File: config.mk
export PLATFORM = sky130hd
export DESIGN_NAME = mem_size_probe
export DESIGN_NICKNAME = d
export VERILOG_FILES = /design/src/rtl/msp_pkg.sv /design/src/rtl/probe_op_decode.sv /design/src/rtl/probe_bus_port.sv /design/src/rtl/probe_seq.sv /design/src/rtl/mem_size_probe.sv
export SDC_FILE = /design/constraint.sdc
export NUM_CORES = 1
export LEC_CHECK = 0
export ABC_CLOCK_PERIOD_IN_PS = 14100
export BUFFER_PORTS_ARGS = -buffer_cell sky130_fd_sc_hd__buf_2
export CAP_MARGIN = 5
export CORE_UTILIZATION = 30
export CTS_CLUSTER_DIAMETER = 150
export CTS_CLUSTER_SIZE = 12
export DETAILED_ROUTE_END_ITERATION = 16
export GPL_ROUTABILITY_DRIVEN = 0
export GPL_TIMING_DRIVEN = 0
export HOLD_SLACK_MARGIN = 0.06
export PLACE_DENSITY = 0.52
export SLEW_MARGIN = 25
export SYNTH_ARGS = -nofsm -noshare
export SYNTH_HDL_FRONTEND = slang
export SYNTH_SLANG_ARGS = --single-unit
File: constraint.sdc
create_clock -name clk -period 14.1 [get_ports clk]
set_clock_uncertainty 0.15 [all_clocks]
set_input_delay 0.705 -clock clk [delete_from_list [all_inputs] [get_ports clk]]
set_output_delay 0.705 -clock clk [all_outputs]
set_load 0.05 [all_outputs]
File: src/rtl/msp_pkg.sv
package msp_pkg;

  localparam int WORD_W = 32;
  localparam logic [WORD_W-1:0] PAT_A = 32'h5555_AAAA;
  localparam logic [WORD_W-1:0] PAT_B = 32'hAAAA_5555;

  typedef enum logic [4:0] {
    ST_IDLE, ST_SAVE0, ST_SAVE4,
    ST_P1W0, ST_P1W4, ST_P1R0,
    ST_P2W0, ST_P2W4, ST_P2R0,
    ST_STEP, ST_TRD, ST_TWC, ST_T0R, ST_TRD2,
    ST_RS0, ST_RS4, ST_DONE
  } seq_st_t;

  // address select for an access
  typedef enum logic [1:0] { AS_ZERO, AS_FOUR, AS_TEST } addr_sel_t;
  // data select for a write
  typedef enum logic [1:0] { DS_PATA, DS_PATB, DS_NOTT, DS_SAVED } data_sel_t;

  typedef struct packed {
    logic      act;
    logic      we;
    addr_sel_t asel;
    data_sel_t dsel;
  } acc_op_t;

endpackage

File: src/rtl/probe_op_decode.sv
module probe_op_decode
  import msp_pkg::*;
(
  input  seq_st_t st,
  output acc_op_t op
);

  always_comb begin
    op = '{act: 1'b0, we: 1'b0, asel: AS_ZERO, dsel: DS_PATA};
    unique case (st)
      ST_SAVE0: op = '{act: 1'b1, we: 1'b0, asel: AS_ZERO, dsel: DS_PATA};
      ST_SAVE4: op = '{act: 1'b1, we: 1'b0, asel: AS_FOUR, dsel: DS_PATA};
      ST_P1W0:  op = '{act: 1'b1, we: 1'b1, asel: AS_ZERO, dsel: DS_PATA};
      ST_P1W4:  op = '{act: 1'b1, we: 1'b1, asel: AS_FOUR, dsel: DS_PATB};
      ST_P1R0:  op = '{act: 1'b1, we: 1'b0, asel: AS_ZERO, dsel: DS_PATA};
      ST_P2W0:  op = '{act: 1'b1, we: 1'b1, asel: AS_ZERO, dsel: DS_PATB};
      ST_P2W4:  op = '{act: 1'b1, we: 1'b1, asel: AS_FOUR, dsel: DS_PATA};
      ST_P2R0:  op = '{act: 1'b1, we: 1'b0, asel: AS_ZERO, dsel: DS_PATA};
      ST_TRD:   op = '{act: 1'b1, we: 1'b0, asel: AS_TEST, dsel: DS_PATA};
      ST_TWC:   op = '{act: 1'b1, we: 1'b1, asel: AS_ZERO, dsel: DS_NOTT};
      ST_T0R:   op = '{act: 1'b1, we: 1'b0, asel: AS_ZERO, dsel: DS_PATA};
      ST_TRD2:  op = '{act: 1'b1, we: 1'b0, asel: AS_TEST, dsel: DS_PATA};
      ST_RS0:   op = '{act: 1'b1, we: 1'b1, asel: AS_ZERO, dsel: DS_SAVED};
      ST_RS4:   op = '{act: 1'b1, we: 1'b1, asel: AS_FOUR, dsel: DS_SAVED};
      default:  op = '{act: 1'b0, we: 1'b0, asel: AS_ZERO, dsel: DS_PATA};
    endcase
  end

endmodule

File: src/rtl/probe_bus_port.sv
module probe_bus_port
  import msp_pkg::*;
#(
  parameter int ADDR_W  = 32,
  parameter int TMO_CYC = 256
) (
  input  logic              clk,
  input  logic              rst_n,
  input  logic              go,
  input  logic              we_i,
  input  logic [ADDR_W-1:0] addr_i,
  input  logic [WORD_W-1:0] wdata_i,
  input  logic              mem_ack,
  input  logic [WORD_W-1:0] mem_rdata,
  output logic              mem_req,
  output logic              mem_we,
  output logic [ADDR_W-1:0] mem_addr,
  output logic [WORD_W-1:0] mem_wdata,
  output logic              acc_done,
  output logic              acc_tmo,
  output logic [WORD_W-1:0] acc_rdata
);

  localparam int TW = $clog2(TMO_CYC + 1);
  localparam logic [TW-1:0] CNT_LAST = TW'(TMO_CYC - 1);

  logic          busy_q, busy_n;
  logic [TW-1:0] cnt_q, cnt_n;
  logic          load, ack_hit, expire;

  always_comb begin
    load    = go && !busy_q;
    ack_hit = busy_q && mem_ack;
    expire  = busy_q && !mem_ack && (cnt_q == CNT_LAST);
    busy_n  = busy_q;
    cnt_n   = cnt_q;
    if (load) begin
      busy_n = 1'b1;
      cnt_n  = '0;
    end else if (ack_hit || expire) begin
      busy_n = 1'b0;
    end else if (busy_q) begin
      cnt_n  = cnt_q + 1'b1;
    end
  end

  always_ff @(posedge clk or negedge rst_n) begin
    if (!rst_n) begin
      busy_q   <= 1'b0;
      cnt_q    <= '0;
      acc_done <= 1'b0;
      acc_tmo  <= 1'b0;
    end else begin
      busy_q   <= busy_n;
      cnt_q    <= cnt_n;
      acc_done <= ack_hit;
      acc_tmo  <= expire;
    end
  end

  // access fields, loaded only when a new access starts
  always_ff @(posedge clk or negedge rst_n) begin
    if (!rst_n) begin
      mem_we    <= 1'b0;
      mem_addr  <= '0;
      mem_wdata <= '0;
    end else if (load) begin
      mem_we    <= we_i;
      mem_addr  <= addr_i;
      mem_wdata <= wdata_i;
    end
  end

  always_ff @(posedge clk or negedge rst_n) begin
    if (!rst_n) begin
      acc_rdata <= '0;
    end else if (ack_hit) begin
      acc_rdata <= mem_rdata;
    end
  end

  assign mem_req = busy_q;

endmodule

File: src/rtl/probe_seq.sv
module probe_seq
  import msp_pkg::*;
#(
  parameter int ADDR_W = 32
) (
  input  logic              clk,
  input  logic              rst_n,
  input  logic              start,
  input  logic [ADDR_W-1:0] max_size,
  input  acc_op_t           op,
  input  logic              acc_done,
  input  logic              acc_tmo,
  input  logic [WORD_W-1:0] acc_rdata,
  output seq_st_t           st,
  output logic              go,
  output logic              we,
  output logic [ADDR_W-1:0] addr,
  output logic [WORD_W-1:0] wdata,
  output logic [ADDR_W-1:0] size_bytes,
  output logic              done
);

  localparam logic [ADDR_W-1:0] FIRST_OFS = ADDR_W'(4);

  seq_st_t           st_q, st_n;
  logic              issued_q, issued_n;
  logic [ADDR_W-1:0] ofs_q, ofs_n;
  logic [ADDR_W-1:0] max_q, max_n;
  logic [ADDR_W-1:0] res_q, res_n;
  logic              done_n;
  logic [WORD_W-1:0] save0_q, save4_q, hold_t_q, hold_0_q;
  logic              save0_en, save4_en, hold_t_en, hold_0_en, size_en;

  // access request and operand selection
  always_comb begin
    go = op.act && !issued_q;
    we = op.we;
    unique case (op.asel)
      AS_ZERO: addr = '0;
      AS_FOUR: addr = ADDR_W'(4);
      default: addr = ofs_q;
    endcase
    unique case (op.dsel)
      DS_PATA: wdata = PAT_A;
      DS_PATB: wdata = PAT_B;
      DS_NOTT: wdata = ~hold_t_q;
      default: wdata = (op.asel == AS_FOUR) ? save4_q : save0_q;
    endcase
  end

  // next state
  always_comb begin
    st_n     = st_q;
    issued_n = issued_q;
    ofs_n    = ofs_q;
    max_n    = max_q;
    res_n    = res_q;
    done_n   = 1'b0;
    if (acc_tmo) begin
      issued_n = 1'b0;
      res_n    = '0;
      st_n     = ST_DONE;
    end else if (acc_done) begin
      issued_n = 1'b0;
      unique case (st_q)
        ST_SAVE0: st_n = ST_SAVE4;
        ST_SAVE4: st_n = ST_P1W0;
        ST_P1W0:  st_n = ST_P1W4;
        ST_P1W4:  st_n = ST_P1R0;
        ST_P1R0: begin
          if (acc_rdata == PAT_A) st_n = ST_P2W0;
          else begin
            res_n = '0;
            st_n  = ST_RS0;
          end
        end
        ST_P2W0:  st_n = ST_P2W4;
        ST_P2W4:  st_n = ST_P2R0;
        ST_P2R0: begin
          if (acc_rdata == PAT_B) st_n = ST_STEP;
          else begin
            res_n = '0;
            st_n  = ST_RS0;
          end
        end
        ST_TRD:   st_n = ST_TWC;
        ST_TWC:   st_n = ST_T0R;
        ST_T0R:   st_n = ST_TRD2;
        ST_TRD2: begin
          if (acc_rdata == hold_0_q) begin
            res_n = ofs_q;
            st_n  = ST_RS0;
          end else begin
            ofs_n = ofs_q << 1;
            st_n  = ST_STEP;
          end
        end
        ST_RS0:   st_n = ST_RS4;
        ST_RS4:   st_n = ST_DONE;
        default:  st_n = st_q;
      endcase
    end else begin
      if (go) issued_n = 1'b1;
      unique case (st_q)
        ST_IDLE: begin
          if (start) begin
            ofs_n = FIRST_OFS;
            max_n = max_size;
            res_n = '0;
            st_n  = ST_SAVE0;
          end
        end
        ST_STEP: begin
          if (ofs_q < max_q) st_n = ST_TRD;
          else begin
            res_n = max_q;
            st_n  = ST_RS0;
          end
        end
        ST_DONE: begin
          done_n = 1'b1;
          st_n   = ST_IDLE;
        end
        default: st_n = st_q;
      endcase
    end
  end

  always_comb begin
    save0_en  = acc_done && (st_q == ST_SAVE0);
    save4_en  = acc_done && (st_q == ST_SAVE4);
    hold_t_en = acc_done && (st_q == ST_TRD);
    hold_0_en = acc_done && (st_q == ST_T0R);
    size_en   = (st_q == ST_DONE) && !acc_tmo && !acc_done;
  end

  always_ff @(posedge clk or negedge rst_n) begin
    if (!rst_n) begin
      st_q     <= ST_IDLE;
      issued_q <= 1'b0;
      ofs_q    <= '0;
      max_q    <= '0;
      res_q    <= '0;
      done     <= 1'b0;
    end else begin
      st_q     <= st_n;
      issued_q <= issued_n;
      ofs_q    <= ofs_n;
      max_q    <= max_n;
      res_q    <= res_n;
      done     <= done_n;
    end
  end

  always_ff @(posedge clk or negedge rst_n) begin
    if (!rst_n) begin
      save0_q  <= '0;
      save4_q  <= '0;
      hold_t_q <= '0;
      hold_0_q <= '0;
    end else begin
      if (save0_en)  save0_q  <= acc_rdata;
      if (save4_en)  save4_q  <= acc_rdata;
      if (hold_t_en) hold_t_q <= acc_rdata;
      if (hold_0_en) hold_0_q <= acc_rdata;
    end
  end

  always_ff @(posedge clk or negedge rst_n) begin
    if (!rst_n) size_bytes <= '0;
    else if (size_en) size_bytes <= res_q;
  end

  assign st = st_q;

endmodule

File: src/rtl/mem_size_probe.sv
module mem_size_probe
  import msp_pkg::*;
#(
  parameter int ADDR_W  = 32,
  parameter int TMO_CYC = 256
) (
  input  logic              clk,
  input  logic              rst_n,
  input  logic              start,
  input  logic [ADDR_W-1:0] max_size,
  output logic              mem_req,
  output logic              mem_we,
  output logic [ADDR_W-1:0] mem_addr,
  output logic [31:0]       mem_wdata,
  input  logic [31:0]       mem_rdata,
  input  logic              mem_ack,
  output logic [ADDR_W-1:0] size_bytes,
  output logic              done
);

  // reset: asynchronous assert, release through two flops
  logic rst_meta_q, rst_sync_n;
  always_ff @(posedge clk or negedge rst_n) begin
    if (!rst_n) begin
      rst_meta_q <= 1'b0;
      rst_sync_n <= 1'b0;
    end else begin
      rst_meta_q <= 1'b1;
      rst_sync_n <= rst_meta_q;
    end
  end

  seq_st_t           st;
  acc_op_t           op;
  logic              go, we, acc_done, acc_tmo;
  logic [ADDR_W-1:0] addr;
  logic [WORD_W-1:0] wdata, acc_rdata;

  probe_op_decode u_dec (
    .st (st),
    .op (op)
  );

  probe_seq #(.ADDR_W(ADDR_W)) u_seq (
    .clk        (clk),
    .rst_n      (rst_sync_n),
    .start      (start),
    .max_size   (max_size),
    .op         (op),
    .acc_done   (acc_done),
    .acc_tmo    (acc_tmo),
    .acc_rdata  (acc_rdata),
    .st         (st),
    .go         (go),
    .we         (we),
    .addr       (addr),
    .wdata      (wdata),
    .size_bytes (size_bytes),
    .done       (done)
  );

  probe_bus_port #(.ADDR_W(ADDR_W), .TMO_CYC(TMO_CYC)) u_port (
    .clk       (clk),
    .rst_n     (rst_sync_n),
    .go        (go),
    .we_i      (we),
    .addr_i    (addr),
    .wdata_i   (wdata),
    .mem_ack   (mem_ack),
    .mem_rdata (mem_rdata),
    .mem_req   (mem_req),
    .mem_we    (mem_we),
    .mem_addr  (mem_addr),
    .mem_wdata (mem_wdata),
    .acc_done  (acc_done),
    .acc_tmo   (acc_tmo),
    .acc_rdata (acc_rdata)
  );

endmodule

==> flow_summary_export.csv, run 1 <==
group,metric,value,unit
outcome,outcome,"finished clean",
route,routed_wirelength,45000,um
clock_network,cts_resized,0,
route,drtPass1Iterations,6,
route,drc,0,
route,wl_per_cell,19.1,um
floorplanning,row_count,86,
logic_synthesis,netlist_area,0.0169,mm^2
floorplanning,initial_core_util,30.6,%
timing,slew_violations,0,
setup_path,reg2reg_slack,10.64,ns
timing,post-route-period-util,24.5,%
logic_synthesis,synthCells,1399,
route,drtIter0Drc,672,
logic_synthesis,synth_area_leaders,"dfrtp_1 (55%), mux2_2 (16%), nand2_1 (3.1%), mux2i_1 (2.8%), ha_1 (2.7%)",
clock_network,cts.htree.levels,2,
setup_path,critPathLaunchType,"flop",
setup_path,critPathBufInv,1,
clock_network,cts_buffer_depth,3,
logic_synthesis,synthFlopType,"dfrtp_1",
setup_path,crit_family,"simple AND/OR/NAND/NOR gates",
global_routing,grt_overflow,0,
power_and_ir_drop,powerDensity,103,mW/mm^2
global_routing,grt_pass1_wl,70100,um
logic_synthesis,synth_top_area_share,54.6,%
setup_path,rr_endpoint,"u_seq.res_q[5]",
worst_hold_path,min-delay-start,"rst_meta_q",
worst_hold_path,hold_depth,0,
route,postRouteAntennaNets,0,
floorplanning,dieArea,0.0574,mm^2
cells_and_area,nNetsFinal,1715,
setup_path,timing_worst_setup_path_type,"reg2reg",
place,dp_slack,10.57,ns
logic_synthesis,async_flop_share,100,%
global_routing,grt_usage,16.0,%
timing,worstMarginPinSlew,0.973,ns
logic_synthesis,synth_cell_types,59,
timing,timing.fmax,0.289,GHz
place,dpl.cell_count,2319,
timing,relSlewSlack,35.2,%
global_routing,grt_max_degree,51,
clock_network,root_buffer,"clkbuf_16",
logic_synthesis,synth_seq_cells,370,
place,port_buffers,164,
worst_hold_path,worstHoldPathType,"reg2reg",
cells_and_area,area_growth,17.2,%
power_and_ir_drop,power.leakage,0.00977,uW
floorplanning,core-area,0.0554,mm^2
setup_path,worstPathArrival,3.73,ns
setup_path,critPathSlowestCell,"nor4_4",
route,num_vias,11400,
place,dp_hpwl,32500,um
clock_network,clock_latency,0.54,ns
job,drv_cap,0,
timing,hold_viol_final,0,
cells_and_area,num-fill-cells,5507,
cells_and_area,final_layout_size_suffix_gt1_share,31.8,%
cells_and_area,stdcell_count,2359,
timing,setup_slack,10.64,ns
clock_network,cts.sinks,370,
clock_network,cts_setup_buffers,0,
clock_network,cts_made_buffers,36,
setup_path,reg2reg_from,"u_seq.ofs_q[30]",
route,viasPerCell,4.84,
timing,finalSetupViolCount,0,
setup_path,critPathCaptureType,"flop",
power_and_ir_drop,total_power,2040,uW
global_routing,antenna_found_initial,2,
clock_network,cts.clk_slew.worst_paths,0.06,ns
setup_path,critPathMaxStageDelay,0.57,ns
clock_network,hold_buffers,1,
setup_path,rr_worst_depth,9,
timing,rsz0062_at_grt,"no",
floorplanning,die_w,240,um
timing,period_minus_slack,3.46,ns
cells_and_area,diodes,0,
floorplanning,io_pins,167,
logic_synthesis,ys_seq_area_share,54.6,%
floorplanning,die_h,240,um
worst_hold_path,min_to,"rst_sync_n",
logic_synthesis,synth-edff-count,0,
power_and_ir_drop,ir_drop,88.9,uV
setup_path,cp_cell_sequence,"ha_1, nand4_1, nor4_2, nand2_1, a21oi_1, nor3b_1, nor4_4, buf_6, mux2_4",
logic_synthesis,avgSynthCellArea,12.1,um^2
setup_path,critPathRequiredTime,14.37,ns
timing,whs,0.203,ns
timing,finalSetupTns,0,ns
setup_path,worstPathMaxFanout,10,
logic_synthesis,synth_top_area_cell,"dfrtp_1",
clock_network,cts_tree,"yes",
logic_synthesis,yosysWarnings,0,
global_routing,grt_pass1_vias,11900,
-- cells in the final DEF (no fill, tap or decap), types with 4 or more instances in the layout --
master	netlist	routed
a21oi_1	71	71
a22o_1	24	24
and3_1	4	4
buf_1	11	11
buf_16	0	6
buf_2	14	178
buf_4	7	7
buf_6	4	4
clkbuf_1	40	41
clkbuf_16	0	37
dfrtp_1	370	369
ha_1	37	37
inv_1	73	73
mux2_1	9	9
mux2_2	241	241
mux2_4	20	20
mux2i_1	47	47
nand2_1	142	142
nand2b_1	4	4
nand3_1	50	50
nand4_1	13	13
nor2_1	26	26
nor3_1	12	11
nor4_1	9	9
nor4bb_1	14	14
o21a_1	18	18
o21ai_0	41	41
o221ai_1	16	16
xor2_1	35	35
-- power breakdown --
part	internal (uW)	total, uW	leakage (uW)	switching (uW)
Combinational	35.4	77.4	0.00437	42.0
Sequential	1070	1110	0.00494	34.0
Clock	468	856	0.000464	388
Total	1580	2040	0.00977	464
-- logic make-up after synthesis --
| logic type | count (synthesis) | synth area share (%) |
|---|---|---|
| fa+ha+maj | 37 | 2.73 |
| buf+inv | 151 | 3.78 |
| flops | 370 | 54.6 |
| xor+xnor | 35 | 1.81 |
| simple gates | 296 | 8.68 |
| mux | 317 | 21.2 |
| other cells | 2 | 0.0443 |
| compound gates | 191 | 7.16 |
-- synth_stat cells (3+ instances only) --
master    instances
nor4_1            9
inv_1            73
nand4_1          13
mux2i_1          47
ha_1             37
mux2_4           20
o221ai_1         16
buf_4             7
o21ai_0          41
buf_2            14
clkbuf_1         40
nor3_1           12
nand2_1         142
a21oi_1          71
a22o_1           24
dfrtp_1         370
nand2b_1          4
buf_1            11
mux2_2          241
nor2_1           26
o21a_1           18
and3_1            4
xor2_1           35
nand3_1          50
or3_1             3
nor4bb_1         14
buf_6             4
mux2_1            9
-- registers in the layout, summed over array words and instances, names as in the netlist, 5 cells and up --
register	count
u_port.acc_rdata	32
u_seq.ofs_q	30
u_seq.save0_q	32
u_port.cnt_q	9
u_seq.st	5
u_seq.size_bytes	32
u_seq.save4_q	32
u_port.mem_wdata	32
u_seq.res_q	32
u_seq.max_q	32
u_seq.hold_0_q	32
u_seq.hold_t_q	32
u_port.mem_addr	30
-- worst max-delay path by stage --
stage | start | end | cells past startpoint
final | u_seq.ofs_q[30] | u_seq.res_q[5] | 9
after global routing | u_seq.st[1] | u_port.mem_addr[24] | 9
after CTS | u_seq.ofs_q[27] | u_seq.res_q[27] | 9
after detailed placement | u_seq.ofs_q[27] | u_seq.res_q[11] | 9
after global placement | rst_sync_n | u_seq.res_q[8] | 0
after floorplan | rst_sync_n | u_port.acc_done | 0
-- metrics by stage --
step | utilization (%) | cell area, um^2
final | 35.8 | 19900
after floorplan | - | 17000
after global placement | 33.8 | 18700
after CTS | 35.8 | 19900
after detailed placement | 34.1 | 18900
after global routing | 35.8 | 19900
-- per-layer routing --
layer	vias up	GRT usage, %	share of wire (%)
met2	272	26.6	48
li1	5332	-	-
met1	5742	21.0	45
met4	2	5.21	2.5
met5	-	0	0.029
met3	60	2.70	4.4
-- area by class of cell --
cell class | count | area, um^2 | area share (%)
buffer | 76 | 359 | 1.81
inverter | 75 | 282 | 1.42
sequential | 370 | 9260 | 46.7
tap | 748 | 936 | 4.71
multi-input combinational | 879 | 7060 | 35.5
clock buffer | 39 | 943 | 4.75
timing repair buffer | 172 | 1020 | 5.12
Power figures use the tool's default switching activity.
==> run 2: changes to the inputs <==
--- a/config.mk
+++ b/config.mk
@@ -5,7 +5,8 @@
 export SDC_FILE = /design/constraint.sdc
 export NUM_CORES = 1
 export LEC_CHECK = 0
-export ABC_CLOCK_PERIOD_IN_PS = 14100
+export ABC_AREA = 1
+export ABC_CLOCK_PERIOD_IN_PS = 3600
 export BUFFER_PORTS_ARGS = -buffer_cell sky130_fd_sc_hd__buf_2
 export CAP_MARGIN = 5
 export CORE_UTILIZATION = 30
==> constraint.sdc (replaced) <==
create_clock -name clk -period 3.6 [get_ports clk]
set_clock_uncertainty 0.15 [all_clocks]
set_input_delay 0.18 -clock clk [delete_from_list [all_inputs] [get_ports clk]]
set_output_delay 0.18 -clock clk [all_outputs]
set_load 0.05 [all_outputs]
==> flow_summary_export.csv, run 2 <==
group,metric,value,unit
timing,relSlewSlack,52.1,%
power_and_ir_drop,power.leakage,0.0103,uW
logic_synthesis,avgSynthCellArea,8.53,um^2
power_and_ir_drop,pwr-share-comb,34.8,%
clock_network,cts_tree,"yes",
setup_path,reg2reg_from,"u_port.acc_rdata[0]",
route,num_vias,14500,
setup_path,worstPathMaxFanout,10,
setup_path,reg2reg_slack,0.75,ns
worst_hold_path,hold_depth,0,
global_routing,grt_pass1_vias,14300,
place,dp_hpwl,37300,um
setup_path,rr_endpoint,"u_seq.res_q[30]",
logic_synthesis,netlist_area,0.0170,mm^2
setup_path,critPathCaptureType,"flop",
timing,rsz0062_at_grt,"no",
logic_synthesis,netlist_top_cells_count,"nand2_1 (537), dfrtp_1 (370), o21ai_0 (189)",
setup_path,critPathLaunchType,"flop",
power_and_ir_drop,seq_power_share,40.9,%
logic_synthesis,synthFlopType,"dfrtp_1",
logic_synthesis,synth_cell_types,39,
cells_and_area,fin_util,37.0,%
logic_synthesis,synth_top_area_cell,"dfrtp_1",
worst_hold_path,min_to,"rst_sync_n",
timing,worstMarginPinSlew,0.718,ns
timing,post-route-period-util,79.0,%
route,postRouteAntennaNets,0,
logic_synthesis,synth_seq_cells,370,
route,drtIter0Drc,909,
route,drc,0,
timing,whs,0.183,ns
clock_network,clock_latency,0.56,ns
cells_and_area,final_layout_size_suffix_gt1_share,12.2,%
logic_synthesis,synth_top_area_share,54.6,%
clock_network,cts.clk_slew.worst_paths,0.06,ns
route,viasPerCell,4.79,
clock_network,cts_made_buffers,36,
power_and_ir_drop,p_sw,5800,uW
route,routed_wirelength,51000,um
setup_path,worstPathArrival,3.19,ns
clock_network,cts.htree.levels,2,
logic_synthesis,ys_seq_area_share,54.6,%
cells_and_area,mostFrequentLayoutCell,"nand2_1",
place,dp_slack,0.755,ns
route,drtPass1Iterations,5,
cells_and_area,fin_area,0.0205,mm^2
global_routing,grt_pass1_wl,80600,um
timing,slew_violations,0,
setup_path,timing_worst_setup_path_type,"reg2reg",
cells_and_area,mostFrequentLayoutCells,"nand2_1 (537), dfrtp_1 (369), buf_2 (194)",
place,port_buffers,164,
logic_synthesis,synthCells,1989,
global_routing,grt_overflow,0,
clock_network,cts_buffer_depth,3,
logic_synthesis,yosysWarnings,0,
global_routing,antenna_found_initial,1,
timing,period_minus_slack,2.85,ns
global_routing,grt_usage,18.1,%
place,dpl_cell_area,0.0189,mm^2
job,drv_cap,0,
logic_synthesis,async_flop_share,100,%
logic_synthesis,synth_most_common_cell,"nand2_1",
outcome,outcome,"finished clean",
cells_and_area,area_growth,21.1,%
floorplanning,die_w,240,um
power_and_ir_drop,p_int,8330,uW
global_routing,grt_max_degree,54,
cells_and_area,num-fill-cells,5860,
floorplanning,die_h,240,um
timing,setup_slack,0.754,ns
cells_and_area,diodes,0,
power_and_ir_drop,ir_drop,403,uV
setup_path,rr_worst_depth,12,
floorplanning,io_pins,167,
worst_hold_path,min-delay-start,"rst_meta_q",
clock_network,cts_resized,0,
floorplanning,dieArea,0.0575,mm^2
floorplanning,initial_core_util,30.5,%
power_and_ir_drop,pwr-share-clk,24.4,%
power_and_ir_drop,switching_share,41.1,%
timing,timing.fmax,0.351,GHz
logic_synthesis,synth-edff-count,0,
worst_hold_path,worstHoldPathType,"reg2reg",
floorplanning,row_count,86,
clock_network,root_buffer,"clkbuf_16",
clock_network,cts.sinks,370,
logic_synthesis,synth_area_leaders,"dfrtp_1 (55%), nand2_1 (12%), o21ai_0 (5.6%), nor2_1 (3.8%), nand3_1 (3.5%)",
timing,hold_viol_final,0,
floorplanning,core-area,0.0555,mm^2
timing,finalSetupViolCount,0,
setup_path,critPathRequiredTime,3.94,ns
cells_and_area,nNetsFinal,2371,
power_and_ir_drop,powerDensity,688,mW/mm^2
power_and_ir_drop,total_power,14100,uW
route,wl_per_cell,16.9,um
## run 2: cell count changes after synthesis, moves of 32 or more
| cell | before | now |
|---|---|---|
| clkbuf_1 | 40 | 76 |
| inv_1 | 73 | 147 |
| mux2_2 | 241 | 14 |
| mux2i_1 | 47 | 0 |
| nand2_1 | 142 | 537 |
| nand3_1 | 50 | 117 |
| nand4_1 | 13 | 57 |
| nor2_1 | 26 | 172 |
| o211ai_1 | 0 | 32 |
| o21ai_0 | 41 | 189 |
| xor2_1 | 35 | 0 |
## run 2: worst max path at each step
stage,from,cells after the start,slack [ns],endpoint
3_3_place_gp,rst_sync_n,0,-1.64,u_seq.hold_0_q[6]
3_5_place_dp,u_port.acc_rdata[28],12,0.75,u_seq.res_q[30]
6_report,u_port.acc_rdata[0],12,0.75,u_seq.res_q[30]
2_1_floorplan,rst_sync_n,0,-0.20,u_port.acc_done
5_1_grt,u_seq.st[1],9,0.56,u_seq.ofs_q[4]
4_1_cts,u_port.acc_rdata[8],12,0.74,u_seq.res_q[30]
## run 2: final cells by class
cell class	count	area, um^2	share of cell area, %
Buffer	112	469	2.28
Multi-Input combinational cell	1352	6650	32.4
Clock buffer	39	943	4.59
Inverter	156	586	2.85
Clock inverter	2	17.5	0.0853
Tap cell	748	936	4.56
Timing Repair Buffer	238	1680	8.16
Sequential cell	370	9260	45.1
## run 2: per-stage QoR
stage | std cells | setup TNS (ns)
2_1_floorplan | 1990 | -72.38
3_3_place_gp | 2902 | -585.64
3_5_place_dp | 2909 | 0
4_1_cts | 3017 | 0
5_1_grt | 3017 | 0
6_report | 3017 | 0
## run 2: cells by family after synthesis
logic type | synth area share [%]
and+or+nand+nor | 22.8
other | 0.0443
buffers and inverters | 6.22
xor gates and xnor gates | 0.775
AOI/OAI and AO/OA | 10.6
muxes | 2.26
adders and majority gates | 2.73
DFF | 54.6
## run 2: critical path, stage by stage, from the launching register on
cell      delay, ns
dfrtp_1        0.39
inv_1          0.25
nand2_1        0.08
nand2_1        0.06
nand2_1        0.04
nor2_1         0.10
nand2_1        0.08
nor2_1         0.36
nand2_1        0.15
nand3_1        0.33
clkbuf_1       0.48
nand4_1        0.19
nand2_1        0.10
## run 2: what timing repair did
| action | in CTS | in global routing |
|---|---|---|
| endpoints found under the hold margin | 76 | 0 |
| setup buffers | 0 | 0 |
| hold buffers | 67 | 0 |
## run 2: routing by layer
| metal | up-vias | wire length (um) | GRT usage, % |
|---|---|---|---|
| met3 | 65 | 2520 | 2.30 |
| met5 | - | 0 | 0 |
| met4 | 0 | 1080 | 4.84 |
| li1 | 7048 | - | - |
| met2 | 367 | 24600 | 30.7 |
| met1 | 6970 | 22800 | 24.0 |
## run 2: power groups by stage
stage               Clock (uW)  Combinational [uW]  Sequential, uW
finish                    3440                4910            5770
global route              3710                5480            5900
CTS                       3560                4990            5770
detailed placement           0                4910            5840
global placement             0                4740            5880
floorplan                    0                2520            6670
==> run 3: changes to the inputs <==
--- a/config.mk
+++ b/config.mk
@@ -6,7 +6,7 @@
 export NUM_CORES = 1
 export LEC_CHECK = 0
 export ABC_AREA = 1
-export ABC_CLOCK_PERIOD_IN_PS = 3600
+export ABC_CLOCK_PERIOD_IN_PS = 2700
 export BUFFER_PORTS_ARGS = -buffer_cell sky130_fd_sc_hd__buf_2
 export CAP_MARGIN = 5
 export CORE_UTILIZATION = 30
==> constraint.sdc (replaced) <==
create_clock -name clk -period 2.7 [get_ports clk]
set_clock_uncertainty 0.15 [all_clocks]
set_input_delay 0.135 -clock clk [delete_from_list [all_inputs] [get_ports clk]]
set_output_delay 0.135 -clock clk [all_outputs]
set_load 0.05 [all_outputs]
==> flow_summary_export.csv, run 3 (synthesis gave the netlist of run 2 again) <==
group,metric,value,unit
setup_path,critPathMaxStageDelay,0.39,ns
clock_network,root_buffer,"clkbuf_16",
route,postRouteAntennaNets,0,
route,routed_wirelength,51100,um
power_and_ir_drop,pwr-share-comb,35.0,%
power_and_ir_drop,ir_drop,536,uV
global_routing,grt_pass1_vias,14300,
place,dpl_cell_area,0.0189,mm^2
timing,timing.fmax,0.390,GHz
place,port_buffers,164,
power_and_ir_drop,p_sw,7780,uW
floorplanning,row_count,86,
route,drc,0,
cells_and_area,diodes,0,
outcome,outcome,"finished clean",
route,drtPass1Iterations,6,
timing,finalSetupTns,0,ns
cells_and_area,area_growth,21.9,%
route,wl_per_cell,16.9,um
power_and_ir_drop,switching_share,41.1,%
floorplanning,initial_core_util,30.5,%
setup_path,cpMostUsedCell,"nand2_1",
setup_path,rr_worst_depth,13,
setup_path,critPathRequiredTime,3.04,ns
setup_path,cp_cell_sequence,"inv_1, nand2_1, nand2_1, nand2_1, nor2_1, nand2_1, nor2_2, nand2_1, nand3_2, clkbuf_4, buf_2, nand3_1, nand2_1",
floorplanning,die_w,240,um
clock_network,cts.htree.levels,2,
timing,worstMarginPinSlew,0.724,ns
clock_network,cts.sinks,370,
clock_network,clock_latency,0.56,ns
cells_and_area,nNetsFinal,2375,
timing,hold_viol_final,0,
timing,whs,0.0989,ns
clock_network,cts_buffer_depth,3,
route,num_vias,14400,
power_and_ir_drop,power.leakage,0.0104,uW
floorplanning,io_pins,167,
power_and_ir_drop,seq_power_share,40.7,%
floorplanning,core-area,0.0555,mm^2
setup_path,critPathSlowestCell,"dfrtp_1",
cells_and_area,fin_area,0.0207,mm^2
power_and_ir_drop,pwr-share-clk,24.3,%
timing,finalSetupViolCount,0,
setup_path,critPathLaunchType,"flop",
clock_network,cts_tree,"yes",
global_routing,grt_max_degree,54,
timing,relSlewSlack,51.7,%
route,viasPerCell,4.78,
setup_path,worstPathArrival,2.90,ns
route,drtIter0Drc,914,
worst_hold_path,worstHoldPathType,"in2reg",
setup_path,critPathCaptureType,"flop",
worst_hold_path,hold_depth,5,
clock_network,cts_made_buffers,36,
cells_and_area,mostFrequentLayoutCell,"nand2_1",
floorplanning,die_h,240,um
timing,period_minus_slack,2.57,ns
place,dp_hpwl,37300,um
setup_path,worstPathMaxFanout,10,
timing,setup_slack,0.134,ns
place,dp_slack,-0.145,ns
setup_path,timing_worst_setup_path_type,"reg2reg",
floorplanning,dieArea,0.0575,mm^2
global_routing,antenna_found_initial,1,
timing,rsz0062_at_grt,"no",
global_routing,grt_usage,18.1,%
cells_and_area,final_layout_size_suffix_gt1_share,13.4,%
clock_network,cts.clk_slew.worst_paths,0.07,ns
job,drv_cap,0,
cells_and_area,fin_util,37.2,%
power_and_ir_drop,p_int,11100,uW
global_routing,grt_pass1_wl,80600,um
timing,slew_violations,0,
timing,post-route-period-util,95.0,%
global_routing,grt_overflow,0,
cells_and_area,mostFrequentLayoutCells,"nand2_1 (534), dfrtp_1 (369), buf_2 (189), o21ai_0 (189), nor2_1 (167)",
power_and_ir_drop,powerDensity,915,mW/mm^2
==> run 3: layout make-up <==
cell class,instances,area [um^2]
Buffer,112,497
Clock buffer,39,943
Clock inverter,2,17.5
Fill cell,5851,34900
Inverter,156,586
Multi-Input combinational cell,1352,6700
Sequential cell,370,9260
Tap cell,748,936
Timing Repair Buffer,242,1720
==> run 3: worst paths after layout <==
check / start / endpoint / slack (ns)
setup / recovery: u_port.acc_rdata[0] / u_seq.ofs_q[16] / 0.13
hold / removal: start / u_seq.max_q[31] / 0.1
setup reg to reg: u_port.acc_rdata[0] / u_seq.ofs_q[16] / 0.13
hold reg to reg: rst_sync_n / u_seq.ofs_q[30] / 0.13
max in group asynchronous: rst_sync_n / u_seq.save0_q[13] / 0.48
min in group asynchronous: rst_sync_n / u_seq.ofs_q[30] / 0.13
==> run 3: through the flow <==
stage               total power, uW  cells
floorplan                     12300   1990
global placement              14200   2902
detailed placement            14300   2909
CTS                           19100   3017
global route                  20200   3021
finish                        18900   3021
==> run 3: what timing repair did <==
| item | CTS | global route |
|---|---|---|
| setup endpoints to repair | 60 | 185 |
| gates resized for setup | 5 | 39 |
| hold endpoints to repair | 77 | 0 |
| pin swaps | 0 | 2 |
| hold buffers | 67 | 0 |
| buffers inserted | 0 | 4 |
==> run 3: layer usage <==
layer / up-vias / share of wire [%] / track usage, %
met2: 345 / 49 / 30.9
met4: 0 / 1.8 / 4.58
li1: 7056 / - / -
met3: 57 / 4.3 / 2.30
met5: - / 0 / 0
met1: 6969 / 45 / 24.0
==> run 3: worst max-delay path, delay by kind of cell, from the launching register on <==
family,cells,cell delay (ns)
and+or+nand+nor,10,1.19
buffers and inverters,3,0.76
DFF,1,0.39
==> run 3: power groups by stage <==
stage	registers (uW)	clock network (uW)	logic (uW)
after floorplan	8900	0	3350
after global placement	7840	0	6310
after detailed placement	7790	0	6550
after global routing	7870	4950	7380
after CTS	7700	4740	6660
final	7690	4600	6630
